**config.mk**
```make
export PLATFORM = sky130hd
export DESIGN_NAME = evt_timer_channel
export DESIGN_NICKNAME = d
export VERILOG_FILES = /design/src/rtl/evt_tmr_pkg.sv /design/src/rtl/evt_tmr_cfg.sv /design/src/rtl/evt_tmr_cmp.sv /design/src/rtl/evt_tmr_match.sv /design/src/rtl/evt_timer_channel.sv
export SDC_FILE = /design/constraint.sdc
export NUM_CORES = 1
export LEC_CHECK = 0
export BUFFER_PORTS_ARGS = -buffer_cell sky130_fd_sc_hd__buf_2
export CORE_MARGIN = 3
export CORE_UTILIZATION = 30
export CTS_BUF_LIST = sky130_fd_sc_hd__clkbuf_8
export CTS_CLUSTER_SIZE = 14
export DETAILED_ROUTE_END_ITERATION = 12
export PLACE_DENSITY = 0.47
export SLEW_MARGIN = 10
export SYNTH_ARGS = -nofsm -noshare
export SYNTH_HDL_FRONTEND = slang
export SYNTH_SLANG_ARGS = --single-unit
```
**constraint.sdc**
```tcl
create_clock -name clk -period 4.7 [get_ports clk]
set_input_delay 0.705 -clock clk [delete_from_list [all_inputs] [get_ports clk]]
set_output_delay 0.705 -clock clk [all_outputs]
set_load 0.01 [all_outputs]
```
**src/rtl/evt_tmr_pkg.sv**
```systemverilog
package evt_tmr_pkg;

    localparam int unsigned WORD_W = 32;
    localparam int unsigned CNT_W  = 2 * WORD_W;
    localparam int unsigned MODE_W = 4;
    localparam logic [1:0]  CAP_BITS = 2'b11;

    typedef logic [WORD_W-1:0] word_t;
    typedef logic [CNT_W-1:0]  count_t;

    // Writable mode bits, in configuration bit order 3..0
    typedef struct packed {
        logic narrow;
        logic set_val;
        logic periodic;
        logic enable;
    } mode_t;

    // Target lies behind now on a 32-bit circular scale
    function automatic logic word_behind(word_t target, word_t now);
        word_t d;
        d = target - now;
        return d[WORD_W-1];
    endfunction

    // Target lies behind now on a 64-bit circular scale
    function automatic logic count_behind(count_t target, count_t now);
        count_t d;
        d = target - now;
        return d[CNT_W-1];
    endfunction

    // Low word rolls over before it reaches the target
    function automatic logic wrap_comes_first(word_t target, word_t now);
        word_t d;
        word_t gap;
        d   = target - now;
        gap = ~now;
        if (d[WORD_W-1] || (d == '0)) begin
            return 1'b0;
        end
        return gap < d;
    endfunction

    // Period values are limited to half the counter range
    function automatic word_t cap_top(word_t v);
        return {1'b0, v[WORD_W-2:0]};
    endfunction

endpackage

```
**src/rtl/evt_tmr_cfg.sv**
```systemverilog
module evt_tmr_cfg
    import evt_tmr_pkg::*;
#(
    parameter logic [WORD_W-1:0] ROUTE_CAP = 32'h0000_0004
) (
    input  logic               clk,
    input  logic               rst,
    input  logic               cfg_wr,
    input  logic [MODE_W-1:0]  mode_wdata,
    input  logic               clr_set_val,
    output mode_t              mode,
    output logic               en_rise,
    output logic               en_fall,
    output logic [CNT_W-1:0]   cfg_rd
);

    localparam int unsigned PAD_W = WORD_W - MODE_W - 2;

    mode_t mode_q;
    mode_t mode_new;

    assign mode_new = mode_t'(mode_wdata);

    always_ff @(posedge clk) begin
        if (rst) begin
            mode_q <= '0;
        end else if (cfg_wr) begin
            mode_q <= mode_new;
        end else if (clr_set_val) begin
            mode_q.set_val <= 1'b0;
        end
    end

    assign en_rise = cfg_wr &&  mode_new.enable && !mode_q.enable;
    assign en_fall = cfg_wr && !mode_new.enable &&  mode_q.enable;
    assign mode    = mode_q;
    assign cfg_rd  = {ROUTE_CAP, {PAD_W{1'b0}}, CAP_BITS, mode_q};

endmodule

```
**src/rtl/evt_tmr_cmp.sv**
```systemverilog
module evt_tmr_cmp
    import evt_tmr_pkg::*;
(
    input  logic   clk,
    input  logic   rst,
    input  logic   periodic,
    input  logic   set_val,
    input  logic   narrow,
    input  logic   narrow_sel,
    input  logic   cmp_lo_wr,
    input  logic   cmp_hi_wr,
    input  word_t  wr_data,
    input  logic   advance,
    output count_t cmp_q,
    output count_t period_q,
    output logic   cmp_written
);

    logic [1:0] lane_wr;
    logic       load_cmp;

    assign lane_wr[0]  = cmp_lo_wr;
    assign lane_wr[1]  = cmp_hi_wr && !narrow;
    assign load_cmp    = !periodic || set_val;
    assign cmp_written = |lane_wr;

    // One lane per comparator half; the top bit of a period write is capped
    for (genvar h = 0; h < 2; h++) begin : g_lane
        localparam bit TOP = (h == 1);
        word_t period_wdata;
        assign period_wdata = (TOP || narrow) ? cap_top(wr_data) : wr_data;

        always_ff @(posedge clk) begin
            if (rst) begin
                cmp_q[h*WORD_W +: WORD_W]    <= '1;
                period_q[h*WORD_W +: WORD_W] <= '0;
            end else if (narrow_sel && TOP) begin
                cmp_q[h*WORD_W +: WORD_W]    <= '0;
                period_q[h*WORD_W +: WORD_W] <= '0;
            end else if (lane_wr[h]) begin
                if (load_cmp) begin
                    cmp_q[h*WORD_W +: WORD_W] <= wr_data;
                end
                if (periodic) begin
                    period_q[h*WORD_W +: WORD_W] <= period_wdata;
                end
            end else if (advance && !cmp_written && !narrow_sel) begin
                if (narrow) begin
                    cmp_q[h*WORD_W +: WORD_W] <= TOP ? '0 :
                        cmp_q[WORD_W-1:0] + period_q[WORD_W-1:0];
                end else begin
                    cmp_q[h*WORD_W +: WORD_W] <= next_wide[h*WORD_W +: WORD_W];
                end
            end
        end
    end

    count_t next_wide;
    assign next_wide = cmp_q + period_q;

endmodule

```
**src/rtl/evt_tmr_match.sv**
```systemverilog
module evt_tmr_match
    import evt_tmr_pkg::*;
(
    input  logic   clk,
    input  logic   rst,
    input  count_t main_count,
    input  logic   global_en,
    input  logic   enable,
    input  logic   periodic,
    input  logic   narrow,
    input  count_t cmp_q,
    input  count_t period_q,
    input  logic   en_rise,
    input  logic   en_fall,
    input  logic   cmp_written,
    output logic   advance,
    output logic   fire
);

    logic  active;
    logic  equal;
    logic  behind;
    logic  has_period;
    logic  wrap_hit;
    logic  wrap_q;
    logic  rearm_q;
    logic  gen_prev_q;
    logic  fire_q;
    word_t cnt_lo;
    word_t cmp_lo;

    assign cnt_lo     = main_count[WORD_W-1:0];
    assign cmp_lo     = cmp_q[WORD_W-1:0];
    assign active     = enable && global_en;
    assign equal      = narrow ? (cnt_lo == cmp_lo) : (main_count == cmp_q);
    assign behind     = narrow ? word_behind(cmp_lo, cnt_lo)
                               : count_behind(cmp_q, main_count);
    assign has_period = (period_q != '0);
    assign advance    = active && periodic && has_period && (equal || behind);
    assign wrap_hit   = active && wrap_q && (cnt_lo == '1);

    always_ff @(posedge clk) begin
        if (rst) begin
            gen_prev_q <= 1'b0;
            rearm_q    <= 1'b0;
            wrap_q     <= 1'b0;
            fire_q     <= 1'b0;
        end else begin
            gen_prev_q <= global_en;
            rearm_q    <= en_rise || cmp_written || (global_en && !gen_prev_q);
            fire_q     <= active && (equal || wrap_hit);
            if (en_rise || en_fall || cmp_written) begin
                wrap_q <= 1'b0;
            end else if (rearm_q) begin
                wrap_q <= enable && narrow && !periodic &&
                          wrap_comes_first(cmp_lo, cnt_lo);
            end else if (wrap_hit) begin
                wrap_q <= 1'b0;
            end
        end
    end

    assign fire = fire_q;

endmodule

```
**src/rtl/evt_timer_channel.sv**
```systemverilog
module evt_timer_channel
    import evt_tmr_pkg::*;
#(
    parameter logic [31:0] ROUTE_CAP = 32'h0000_0004
) (
    input  logic        clk,
    input  logic        rst,
    input  logic [63:0] main_count,
    input  logic        global_en,
    input  logic        cfg_wr,
    input  logic        cmp_lo_wr,
    input  logic        cmp_hi_wr,
    input  logic [31:0] wr_data,
    output logic        fire,
    output logic [63:0] cfg_rd,
    output logic [63:0] cmp_rd
);

    mode_t  mode;
    logic   en_rise;
    logic   en_fall;
    logic   cmp_written;
    logic   advance;
    logic   narrow_sel;
    count_t cmp_q;
    count_t period_q;

    assign narrow_sel = cfg_wr && wr_data[3];

    evt_tmr_cfg #(.ROUTE_CAP(ROUTE_CAP)) u_cfg (
        .clk         (clk),
        .rst         (rst),
        .cfg_wr      (cfg_wr),
        .mode_wdata  (wr_data[MODE_W-1:0]),
        .clr_set_val (cmp_written),
        .mode        (mode),
        .en_rise     (en_rise),
        .en_fall     (en_fall),
        .cfg_rd      (cfg_rd)
    );

    evt_tmr_cmp u_cmp (
        .clk         (clk),
        .rst         (rst),
        .periodic    (mode.periodic),
        .set_val     (mode.set_val),
        .narrow      (mode.narrow),
        .narrow_sel  (narrow_sel),
        .cmp_lo_wr   (cmp_lo_wr),
        .cmp_hi_wr   (cmp_hi_wr),
        .wr_data     (wr_data),
        .advance     (advance),
        .cmp_q       (cmp_q),
        .period_q    (period_q),
        .cmp_written (cmp_written)
    );

    evt_tmr_match u_match (
        .clk         (clk),
        .rst         (rst),
        .main_count  (main_count),
        .global_en   (global_en),
        .enable      (mode.enable),
        .periodic    (mode.periodic),
        .narrow      (mode.narrow),
        .cmp_q       (cmp_q),
        .period_q    (period_q),
        .en_rise     (en_rise),
        .en_fall     (en_fall),
        .cmp_written (cmp_written),
        .advance     (advance),
        .fire        (fire)
    );

    assign cmp_rd = cmp_q;

endmodule

```
# Yosys cells after proc, flatten, opt, wreduce, memory -nomap -nowiden
# Cells that the tools add are included.
# word_totals
wordCells	94
out_inout_bits	129
regBits	135
in_bits	102
# op_classes
n_mux	24
n_lt_le_gt_ge	1
n_reduce_logical	47
addsub	4
bitwise_logic	1
eq_ne	5
# ops
cell	count
2-to-1 mux 32 bit	9
adder 64 x 63 -> 64 bit	1
equality test 64 bit	1
nonzero test 64 bit	1
subtractor 64 bit	1
adder 32 bit	1
equality test 32 bit	1
equality test 32 bit (second input constant)	1
logical NOT 32 bit	1
less-than comparator 32 bit	1
NOT 32 bit	1
subtractor 32 bit	1
logical AND 1 bit	19
2-to-1 mux 1 bit	15
logical OR 1 bit	8
AND reduction 2 bit	4
logical NOT 1 bit	7
nonzero test 2 bit	3
OR reduction 2 bit	3
!= test 3 x 2 -> 1 bit (second input constant)	1
nonzero test 3 bit	1
!= test 2 x 1 -> 1 bit (second input constant)	1

# Logic depth before layout (Yosys ltp)
# Gate-level depths: netlist of run 1.
# depth
depth_word	13
ltp_mapped	22
ltp_nobuf	22

# By module
# Synthesis of run 1 repeated with hierarchy kept, for this count alone.
# hier_totals
hier_cells	1765
area_unflattened_um2	13073.8
# by_module_without_submodules
mod	seq_area_each_um2	n_inst	area_per_inst_um2	cells_each
evt_tmr_cmp	2542.4	1	8489.4	1130
evt_tmr_match	80.1	1	3922.5	551
evt_tmr_cfg	80.1	1	655.6	83
evt_timer_channel	0.0	1	6.3	1

# Worst setup path before layout of run 1
# No wires, ideal clock.
# synth_timing
kind	in2reg
start	input port main_count[0]
end	register u_match.wrap_q
required_time_ns	4.630
path_buffers	0
arrival_ns	4.018
stages	21
setup_slack_ns	0.612
setup_ns	0.070
cell_sequence	ha_1 -> inv_1 -> fa_1 -> a21oi_1 -> o211ai_1 -> a211oi_2 -> or3b_2 -> nand2_1 -> a31oi_1 -> xor2_1 -> ha_1 -> a21o_1 -> a21o_1 -> a21o_1 -> a21o_1 -> a21o_1 -> a21oi_1 -> nand2b_1 -> o2111ai_1 -> nand4_1 -> a21oi_1
# synth_between
elab_chain_cells	13
elab_cells_between_ends	18
cone_classes	1 x add/sub; 1 x order compare; 1 x eq/ne; 9 x mux; 1 x bitwise; 5 x reduce/logical
# synth_rtl
item	line_no	text
start, declared	evt_timer_channel.sv:8	input logic [63:0] main_count,
branches (longest 13 deep; another with subtractor 32 bit)	-	
end signal, assigned	evt_tmr_match.sv:55	wrap_q <= enable && narrow && !periodic &&
end, declared	evt_tmr_match.sv:25	logic wrap_q;
# Parallel ways; which one is timed is not known. The select of a mux whose other input is x is not followed.
# A chain may end at the register's enable or synchronous reset.

# Worst setup path after layout of run 1
# layout_timing
start	register u_cmp.cmp_q[0]
end	register u_match.wrap_q
# layout_between
elab_chain_cells	13
elab_cells_between_ends	14
cone_classes	1 x add/sub; 1 x order compare; 9 x mux; 3 x reduce/logical
# layout_rtl
item	line_no	text
start, declared	evt_tmr_cmp.sv:14	output count_t cmp_q,
start signal, assigned by index	evt_tmr_cmp.sv:42	cmp_q[h*WORD_W +: WORD_W] <= wr_data;
start signal, assigned by index	evt_tmr_cmp.sv:49	cmp_q[h*WORD_W +: WORD_W] <= TOP ? '0 :
start signal, assigned by index	evt_tmr_cmp.sv:52	cmp_q[h*WORD_W +: WORD_W] <= next_wide[h*WORD_W +: WORD_W];
subtractor 32 bit (*)	evt_tmr_pkg.sv:37	d = target - now;
branches (longest 6 deep; another with less-than comparator 32 bit)	-	
2-to-1 mux 1 bit (*)	evt_tmr_pkg.sv:42	return gap < d;
2-to-1 mux 1 bit (*)	evt_tmr_match.sv:54	end else if (rearm_q) begin
2-to-1 mux 1 bit (*)	evt_tmr_match.sv:52	if (en_rise || en_fall || cmp_written) begin
2-to-1 mux 1 bit (*)	evt_tmr_match.sv:43	if (rst) begin
logical AND 1 bit (*)	evt_tmr_match.sv:55	
2-to-1 mux 1 bit (*)	evt_tmr_match.sv:54	
# Every way passes the cells marked *. The select of a mux whose other input is x is not followed.

==> qor.yml, run 1 <==
num_io_pins: 231
setup-violations-final: 0
routed_wl_mm: 53.5
status: "completed"
crit_path_start_kind: "flop"
clock_path_buffers: 2
synth.area.top_cells: "dfxtp_1, ha_1, a21oi_1, nand2_1, buf_4"
ir_drop_uv: 150
final_nets: 2228
synth_seq_cells: 135
cts_root_buf: "clkbuf_8"
powerDensity_nw_per_um2: 292
synth.distinct_cells: 89
rsz0062_at_grt: "no"
placementRows: 77
vias: 14005
ys_warn_count: 0
htree_levels: 4
n_antenna_cell: 0
clk_pin_slew_ps: 100
via_per_inst: 5.44
maxSlewViolCount: 0
drc: 0
critPathCaptureType: "flop"
cts_setup_buffers: 0
startpoint: "u_cmp.cmp_q[0]"
chipHeight_um: 218
core_sq_um: 44300
die_w_um: 218
dpl.cell_count: 2541
hold_buffers: 0
worst-r2r-setup-slack_ps: 550
max-cap-violations: 0
grtUsageTotal_pct: 21.9
slew-limit-headroom_pct: 29.6
rr_startpoint: "u_cmp.cmp_q[0]"
grt_max_degree: 81
synth_edf_count: 0
start_util_pct: 30.4
drt_pre_antenna_iters: 6
tns_ps: 0
fmax_mhz: 241
worst_pin_slew_ps: 1050
syn_to_final_growth_pct: 12.3
netlist_instances: 1831
min_path_type: "primary input to flop"
crit_required_ps: 5130
die-area_sq_um: 47500
route.top_layer_used: "met5"
synth.largest_area_cell: "dfxtp_1"
post_cts_resized: 0
stdcell_count: 2573
ys.flop_type: "dfxtp_1"
port-buffer-count: 170
drt_iter0_drc: 1169
period_minus_slack_ps: 4150
ys_seq_area_share_pct: 20.1
clk_latency_ps: 500
period_share_pct: 88.4
path_class: "flop to flop"
dpl.hpwl_mm: 43.1
wl_met1_mm: 25.5
drive_gt1_share_pct: 14.1
ant_nets: 0
grt_first_pass_wirelength_mm: 79.5
grt_overflow_total: 0
clock_sinks: 135
routed-wl-met3_mm: 2.79
ys_async_sr_fraction_pct: 0
syn_avg_cell_area_sq_um: 7.36
hold_viol: 0
first_global_vias: 12976
netlist_area_sq_um: 13500
cts_tree: "yes"
finClkSkew_ps: 22.2
routedWlPerCell_um: 20.8
p_leak_nw: 6.77
met2WireLength_mm: 22.6
synth_top_area_share_pct: 20.1
globalplace.congestion: 0.931
path_max_fanout: 4
antenna_found_initial: 1
worstHoldStart: "global_en"
arrival_ps: 4590
cts_buffers: 17
## state kept, by name, indices dropped and copies added (netlist names)
name / cells
u_cmp.cmp_q: 64
u_cmp.period_q: 63
u_cfg.cfg_rd: 4
u_match.fire: 1
u_match.gen_prev_q: 1
u_match.rearm_q: 1
u_match.wrap_q: 1
## cell type report
| class | count | area (sq um) |
|---|---|---|
| clock inverter | 9 | 73.8 |
| sequential | 135 | 2700 |
| timing repair buffer | 214 | 1190 |
| multi-input combinational | 1503 | 9740 |
| fill | 4879 | 29200 |
| tap | 592 | 741 |
| clock buffer | 23 | 317 |
| inverter | 97 | 364 |
## synth_stat cells, drive strengths merged, types with 8 or more instances
library cell  count
nor4             25
a21oi           220
a211oi           22
o21ai            93
clkbuf           62
xor2             32
xnor2            43
a21o             51
nand4            48
a32oi             8
o21a             11
o21bai           13
o31ai            14
or3              12
nand2           245
a211o            11
a221oi           18
ha              156
mux2i            16
nor2            101
inv              96
and2             13
o211ai           21
a31oi            35
dfxtp           135
buf              92
and3             11
nand3            35
nor3             55
nand2b           19
nor2b            22
a22oi            12
## metrics by stage
stage                     utilization (%)  setup WS [ps]  hold WS (ps)  area [sq um]  power (mW)
final                                34.1            545           481         15100        4.41
after floorplan                         -            612           449         13700        2.79
after global placement               33.3           96.4           466         14700        3.39
after detailed placement             33.3            140           476         14700        3.40
after global routing                 34.1            128           475         15100        4.72
after CTS                            34.1            571           436         15100        4.42
## critical path: stages (launching register included)
cell	delay, ps
dfxtp_1	390
inv_1	60
ha_1	190
inv_1	70
fa_1	180
a21oi_1	90
o211ai_1	210
a211oi_2	100
buf_4	160
or3b_2	470
nand2_1	100
a31oi_1	100
xor2_1	190
ha_1	190
a21o_1	170
a21o_1	170
a21o_1	170
a21o_1	170
a21o_1	170
a21oi_1	180
nand2b_1	80
o2111ai_1	180
nand4_1	120
a21oi_1	160
## final timing paths
path | to | cells past startpoint
worst min-delay path | u_match.gen_prev_q | 2
worst max register to register | u_match.wrap_q | 23
worst min register to register | u_cmp.period_q[21] | 2
worst max-delay path | u_match.wrap_q | 23
## placed cells by master, fill, tap and decap left out, types with 15 or more instances in the layout
master | Yosys | final
a211oi_1 | 18 | 18
a21o_1 | 50 | 50
a21oi_1 | 219 | 219
a221oi_1 | 17 | 17
a31oi_1 | 35 | 35
buf_2 | 11 | 170
buf_4 | 69 | 43
clkbuf_8 | 0 | 23
conb_1 | 2 | 60
dfxtp_1 | 135 | 135
ha_1 | 156 | 156
inv_1 | 96 | 98
mux2i_1 | 15 | 15
nand2_1 | 241 | 241
nand2b_1 | 19 | 19
nand3_1 | 35 | 35
nand4_1 | 48 | 48
nor2_1 | 99 | 98
nor2b_1 | 22 | 22
nor3_1 | 52 | 52
nor4_1 | 25 | 25
o211ai_1 | 20 | 20
o21ai_0 | 72 | 72
o21ai_1 | 21 | 21
xnor2_1 | 43 | 43
xor2_1 | 32 | 32
## per-layer routing
layer	vias up	global-route usage, %
met5	-	0
met4	2	10.9
met3	79	2.69
met2	434	32.6
met1	6629	30.9
li1	6861	-
## report_power, final
part	internal, mW	switching (mW)
sequential	1.22	0.122
clock	0.496	0.502
combinational	0.799	1.27
## cell families (layout without fill, tap and decap cells)
| group | count (synthesis) | count (layout) | share of synthesized area, % |
|---|---|---|---|
| DFF | 135 | 135 | 20.1 |
| xor gates and xnor gates | 75 | 75 | 4.88 |
| muxes | 18 | 18 | 1.45 |
| AOI/OAI and AO/OA | 577 | 577 | 27.4 |
| other | 2 | 60 | 0.0558 |
| buffers and inverters | 251 | 343 | 9.30 |
| adders and majority gates | 158 | 158 | 14.8 |
| and+or+nand+nor | 615 | 615 | 22.1 |
No activity file was read; power rests on OpenSTA's default activity.
==> run 2, diff against run 1 <==
ABC_AREA = 1   (was not set)
PLACE_DENSITY = 0.46   (was 0.47)
REMOVE_ABC_BUFFERS = 1   (was not set)
==> run 2 against run 1 <==
Effect of this change: core utilization shrank 0.48 points; first-iteration DRC count up 0.86%; largest cell class unchanged; flip-flop and latch count unchanged; sequential share of layout area is 2.3 points lower; register-to-register slack gained 430 ps; hold slack lost 42 ps; critical path type unchanged; area after synthesis is 17% higher; critical endpoint is now u_cmp.cmp_q[59]; global-route usage is 2.6 points higher; worst setup slack better by 430 ps; clock power grew 8%.
==> qor.yml, run 2 <==
synthTopCellsByCount: "nand2_1, inv_1, nor2_1"  # was nand2_1, a21oi_1, ha_1
htree_levels: 4  # unchanged
worstHoldStart: "global_en"  # unchanged
crit_required_ps: 5150  # was 5130 ps
cts_buffers: 17  # unchanged
setup-violations-final: 0  # unchanged
first_global_vias: 17251  # was 12976
intPower_mw: 2.63  # was 2.51 mW
top_register: "u_cmp.cmp_q"  # unchanged
powerDensity_nw_per_um2: 294  # was 292 nW/um^2
path_class: "flop to flop"  # unchanged
clock_sinks: 135  # unchanged
grtUsageTotal_pct: 24.5  # was 21.9%
power.share.switching_pct: 48.7  # was 43.0%
ys_seq_area_share_pct: 17.1  # was 20.1%
drt_pre_antenna_iters: 5  # was 6
cts_setup_buffers: 0  # unchanged
start_util_pct: 30.5  # was 30.4%
synth.distinct_cells: 50  # was 89
chipHeight_um: 235  # was 218 um
fillCellCount: 5912  # was 4879
hold_buffers: 0  # unchanged
period_minus_slack_ps: 3720  # was 4150 ps
cts_root_buf: "clkbuf_8"  # unchanged
synth.area.top_cells: "dfxtp_1, nand2_1, ha_1, inv_1, nand3_1"  # was dfxtp_1, ha_1, a21oi_1, nand2_1, buf_4
hold_depth: 3  # was 2
placementRows: 83  # was 77
setup_ws_ps: 976  # was 545 ps
power.switching_mw: 2.50  # was 1.89 mW
synth_top_area_share_pct: 17.1  # was 20.1%
hold_viol: 0  # unchanged
port-buffer-count: 170  # unchanged
max-cap-violations: 0  # unchanged
die_w_um: 235  # was 218 um
seqCellArea_sq_um: 2700  # unchanged
finClkSkew_ps: 20.0  # was 22.2 ps
routed_wl_mm: 69.8  # was 53.5 mm
post_cts_resized: 0  # unchanged
drc: 0  # unchanged
synth_edf_count: 0  # unchanged
n_antenna_cell: 0  # unchanged
p_leak_nw: 9.00  # was 6.77 nW
final_common_cell: "nand2_1"  # unchanged
dpl.hpwl_mm: 59.0  # was 43.1 mm
yosysMostFrequentCell: "nand2_1"  # unchanged
netlist_instances: 2664  # was 1831
crit_path_start_kind: "flop"  # unchanged
maxSlewViolCount: 0  # unchanged
rr_worst_depth: 15  # was 23
final_nets: 3055  # was 2228
clk_latency_ps: 540  # was 500 ps
arrival_ps: 4180  # was 4590 ps
ant_nets: 0  # unchanged
synth.largest_area_cell: "dfxtp_1"  # unchanged
core_sq_um: 51700  # was 44300 sq um
ys_async_sr_fraction_pct: 0  # unchanged
ys_warn_count: 0  # unchanged
final_cell_mix: "nand2_1, inv_1, nor2_1"  # was nand2_1, a21oi_1, buf_2
antenna_found_initial: 0  # was 1
slew-limit-headroom_pct: 24.4  # was 29.6%
status: "completed"  # unchanged
startpoint: "u_cmp.cmp_q[62]"  # was u_cmp.cmp_q[0]
num_io_pins: 231  # unchanged
synth_seq_cells: 135  # unchanged
clockPowerShare_pct: 21.0  # was 22.6%
clk_pin_slew_ps: 90  # was 100 ps
p_seq_share_pct: 26.7  # was 30.4%
worst_pin_slew_ps: 1130  # was 1050 ps
min_path_type: "primary input to flop"  # unchanged
rsz0062_at_grt: "no"  # unchanged
path_max_fanout: 33  # was 4
grt_max_degree: 63  # was 81
drt_iter0_drc: 1179  # was 1169
drive_gt1_share_pct: 11.4  # was 14.1%
post-place-ws_ps: 580  # was 140 ps
period_share_pct: 79.2  # was 88.4%
syn_avg_cell_area_sq_um: 5.92  # was 7.36 sq um
multi_input_area_sq_um: 11100  # was 9740 sq um
grt_first_pass_wirelength_mm: 104  # was 79.5 mm
tns_ps: 0  # unchanged
vias: 17341  # was 14005
largest_reg_flops: 64  # unchanged
power_frac_comb_pct: 52.4  # was 46.9%
globalplace.congestion: 0.999  # was 0.931
critPathCaptureType: "flop"  # unchanged
via_per_inst: 4.97  # was 5.44
ir_drop_uv: 197  # was 150 uV
die-area_sq_um: 55400  # was 47500 sq um
grt_overflow_total: 0  # unchanged
syn_to_final_growth_pct: 10.3  # was 12.3%
ys.flop_type: "dfxtp_1"  # unchanged
fmax_mhz: 269  # was 241 MHz
clock_path_buffers: 2  # unchanged
routedWlPerCell_um: 20.0  # was 20.8 um
rr_startpoint: "u_cmp.cmp_q[62]"  # was u_cmp.cmp_q[0]
netlist_area_sq_um: 15800  # was 13500 sq um
cts_tree: "yes"  # unchanged
## run 2: final timing paths
path | slack (ps) | to
hold reg to reg | 460 | u_match.rearm_q
setup / recovery | 980 | u_cmp.cmp_q[59]
hold / removal | 440 | u_match.gen_prev_q
setup reg to reg | 980 | u_cmp.cmp_q[59]
## run 2: area by class of cell
cell class	instances	share of cell area [%]
clock buffer	19	1.50
clock inverter	12	0.891
inverter	385	8.31
multi-input combinational	2076	63.6
sequential	135	15.5
tap	680	4.89
timing repair buffer	180	5.32
## run 2: per-layer routing
layer	up-vias	wire length, um	global-route usage, %
met4	0	2860	10.2
met1	8060	29900	29.3
met3	99	2420	2.67
met2	402	34600	44.5
li1	8780	-	-
met5	-	0	0
## run 2: power by group through the flow
| stage | logic, mW | registers (mW) | clock network [mW] |
|---|---|---|---|
| final | 2.68 | 1.37 | 1.08 |
| after global routing | 3.00 | 1.38 | 1.15 |
| after CTS | 2.68 | 1.37 | 1.12 |
| after detailed placement | 2.67 | 1.40 | 0 |
| after global placement | 2.66 | 1.39 | 0 |
| after floorplan | 1.74 | 1.36 | 0 |
## run 2: kinds of logic (layout without fill, tap and decap cells)
| group | after synthesis | in the layout | synth area share, % |
|---|---|---|---|
| AO/OA/AOI/OAI | 354 | 354 | 12.5 |
| AND/OR/NAND/NOR | 1472 | 1472 | 41.6 |
| XOR/XNOR | 32 | 32 | 1.78 |
| flip-flops | 135 | 135 | 17.1 |
| adder cells (fa/ha/maj) | 158 | 158 | 12.6 |
| other | 2 | 60 | 0.0476 |
| buffers and inverters | 511 | 596 | 14.3 |
## run 2: critical path: stages, from the launching register on
cell and delay [ps]:
dfxtp_1 370, ha_1 310, nand2_1 70, nor2_1 160, nand2_1 130, nor2_1 450
nand3_1 300, o21ai_0 280, nand4_1 210, nand2_1 130, inv_2 60, nand2_4 90
nand2_4 240, nand2_4 490, nand3_1 130, nand3_1 100
## run 2: metrics by stage
step	instance area (sq um)	total power [mW]	std cells	util [%]	hold WS, ps
floorplan	15200	3.11	2596	-	408
global route	17400	5.52	3487	33.7	444
CTS	17400	5.17	3487	33.7	382
global placement	17000	4.05	3456	32.8	423
finish	17400	5.12	3487	33.7	439
detailed placement	17000	4.06	3456	32.8	452
==> run 3, diff against run 2 <==
clock period = 3.8 ns   (was 4.7 ns; I/O delays follow)
==> run 3 against run 2 <==
Effect of this change: global-route usage rose by 0.42 points; critical path type unchanged; flip-flop and latch count is the same; die area is the same; sequential power grew 21%; hold slack lost 120 ps; critical endpoint is now u_cmp.cmp_q[22]; core utilization increased by 1.3 points.
==> qor.yml, run 3 (same netlist as run 2, synthesis figures left out) <==
arrival_ps: 3810  # was 4180 ps
vias: 17554  # was 17341
post-place-ws_ps: 77.6  # was 580 ps
fmax_mhz: 296  # was 269 MHz
dpl.hpwl_mm: 61.3  # was 59.0 mm
routedWlPerCell_um: 19.8  # was 20.0 um
drt_iter0_drc: 971  # was 1179
hold_buffers: 0  # unchanged
ant_nets: 0  # unchanged
clock_sinks: 135  # unchanged
stdcell_count: 3576  # was 3487
dpl.cell_count: 3545  # was 3456
power.share.switching_pct: 48.1  # was 48.7%
clk_latency_ps: 490  # was 540 ps
rsz0062_at_grt: "no"  # unchanged
power_frac_comb_pct: 53.7  # was 52.4%
first_global_vias: 17566  # was 17251
period_minus_slack_ps: 3380  # was 3720 ps
max-cap-violations: 0  # unchanged
worst_pin_slew_ps: 863  # was 1130 ps
crit_path_start_kind: "flop"  # unchanged
maxSlewViolCount: 0  # unchanged
clockPowerShare_pct: 20.9  # was 21.0%
cts_tree: "yes"  # unchanged
fillCellCount: 5930  # was 5912
largest_reg_flops: 64  # unchanged
finClkSkew_ps: 18.0  # was 20.0 ps
cts_buffers: 17  # unchanged
globalplace.congestion: 0.940  # was 0.999
final_cell_mix: "nand2_1, inv_1, nor2_1"  # unchanged
clk_pin_slew_ps: 90  # about the same
setup-violations-final: 0  # unchanged
critPathCaptureType: "flop"  # unchanged
final_nets: 3144  # was 3055
period_share_pct: 88.9  # was 79.2%
p_seq_share_pct: 25.4  # was 26.7%
final_common_cell: "nand2_1"  # unchanged
routed_wl_mm: 71.0  # was 69.8 mm
top_register: "u_cmp.cmp_q"  # unchanged
start_util_pct: 30.5  # unchanged
setup_ws_ps: 422  # was 976 ps
p_leak_nw: 9.42  # was 9.00 nW
crit_required_ps: 4230  # was 5150 ps
path_max_fanout: 32  # was 33
n_antenna_cell: 0  # unchanged
grt_max_degree: 63  # unchanged
power_mw: 6.51  # was 5.12 mW
num_io_pins: 231  # unchanged
tns_ps: 0  # unchanged
drive_gt1_share_pct: 14.1  # was 11.4%
grtUsageTotal_pct: 24.9  # was 24.5%
htree_levels: 4  # unchanged
status: "completed"  # unchanged
placed_area_sq_um: 17700  # was 17000 sq um
port-buffer-count: 170  # unchanged
core_sq_um: 51700  # unchanged
grt_first_pass_wirelength_mm: 106  # was 104 mm
grt_overflow_total: 0  # unchanged
worst_hold_slack_ps: 321  # was 439 ps
via_per_inst: 4.91  # was 4.97
utilization_pct: 35.0  # was 33.7%
powerDensity_nw_per_um2: 360  # was 294 nW/um^2
chipHeight_um: 235  # unchanged
post_cts_resized: 0  # unchanged
placementRows: 83  # unchanged
min_path_type: "primary input to flop"  # unchanged
ir_drop_uv: 157  # was 197 uV
path_class: "flop to flop"  # unchanged
power.switching_mw: 3.13  # was 2.50 mW
drt_pre_antenna_iters: 5  # unchanged
cts_root_buf: "clkbuf_8"  # unchanged
cts_setup_buffers: 0  # unchanged
intPower_mw: 3.38  # was 2.63 mW
clock_path_buffers: 2  # unchanged
die_w_um: 235  # unchanged
antenna_found_initial: 0  # unchanged
syn_to_final_growth_pct: 14.6  # was 10.3%
die-area_sq_um: 55400  # unchanged
hold_viol: 0  # unchanged
slew-limit-headroom_pct: 42.0  # was 24.4%
finalInstanceArea_sq_um: 18100  # was 17400 sq um
drc: 0  # unchanged
==> run 3: changes by cell type in the layout (fill, tap and decap cells not counted), moves of 2 or more <==
| cell | previous run | this run |
|---|---|---|
| clkinvlp_4 | 3 | 1 |
| inv_6 | 0 | 2 |
| inv_1 | 378 | 376 |
| buf_4 | 10 | 99 |
| clkinv_4 | 4 | 6 |
==> run 3: critical path: stages (launching register included) <==
cell	delay, ps
dfxtp_1	390
ha_1	330
nand2_1	60
nor2_1	130
nand2_1	120
nor2_1	270
nand3_1	350
o21ai_0	330
nand4_1	250
nand2_1	140
inv_2	50
nand2_4	80
nand3_4	230
nand2_8	360
nand2_1	100
nand3_1	80
==> run 3: final cells by class <==
cell class	count	area, sq um	area share [%]
Clock buffer	19	262	1.45
Timing Repair Buffer	269	1590	8.82
Inverter	385	1450	8.00
Multi-Input combinational cell	2076	11100	61.2
Tap cell	680	851	4.71
Sequential cell	135	2700	14.9
Clock inverter	12	168	0.927
==> run 3: worst paths after layout <==
kind                            from            endpoint  slack [ps]  cells after the start
hold reg to reg   u_match.gen_prev_q     u_match.rearm_q         440                      1
setup / recovery     u_cmp.cmp_q[62]     u_cmp.cmp_q[22]         420                     15
setup reg to reg     u_cmp.cmp_q[62]     u_cmp.cmp_q[22]         420                     15
hold / removal             global_en  u_match.gen_prev_q         320                      3
==> run 3: power by group through the flow <==
| stage | Combinational [mW] | Sequential (mW) | Clock, mW |
|---|---|---|---|
| finish | 3.50 | 1.66 | 1.36 |
| CTS | 3.50 | 1.66 | 1.39 |
| global route | 3.89 | 1.67 | 1.45 |
| detailed placement | 3.48 | 1.69 | 0 |
| floorplan | 2.16 | 1.69 | 0 |
| global placement | 3.49 | 1.69 | 0 |
==> run 3: per-layer routing <==
metal	part of all wire (%)	global-route usage [%]
met5	0	0
met4	3.7	8.92
met3	3.6	2.44
met2	50	45.9
met1	43	30.0
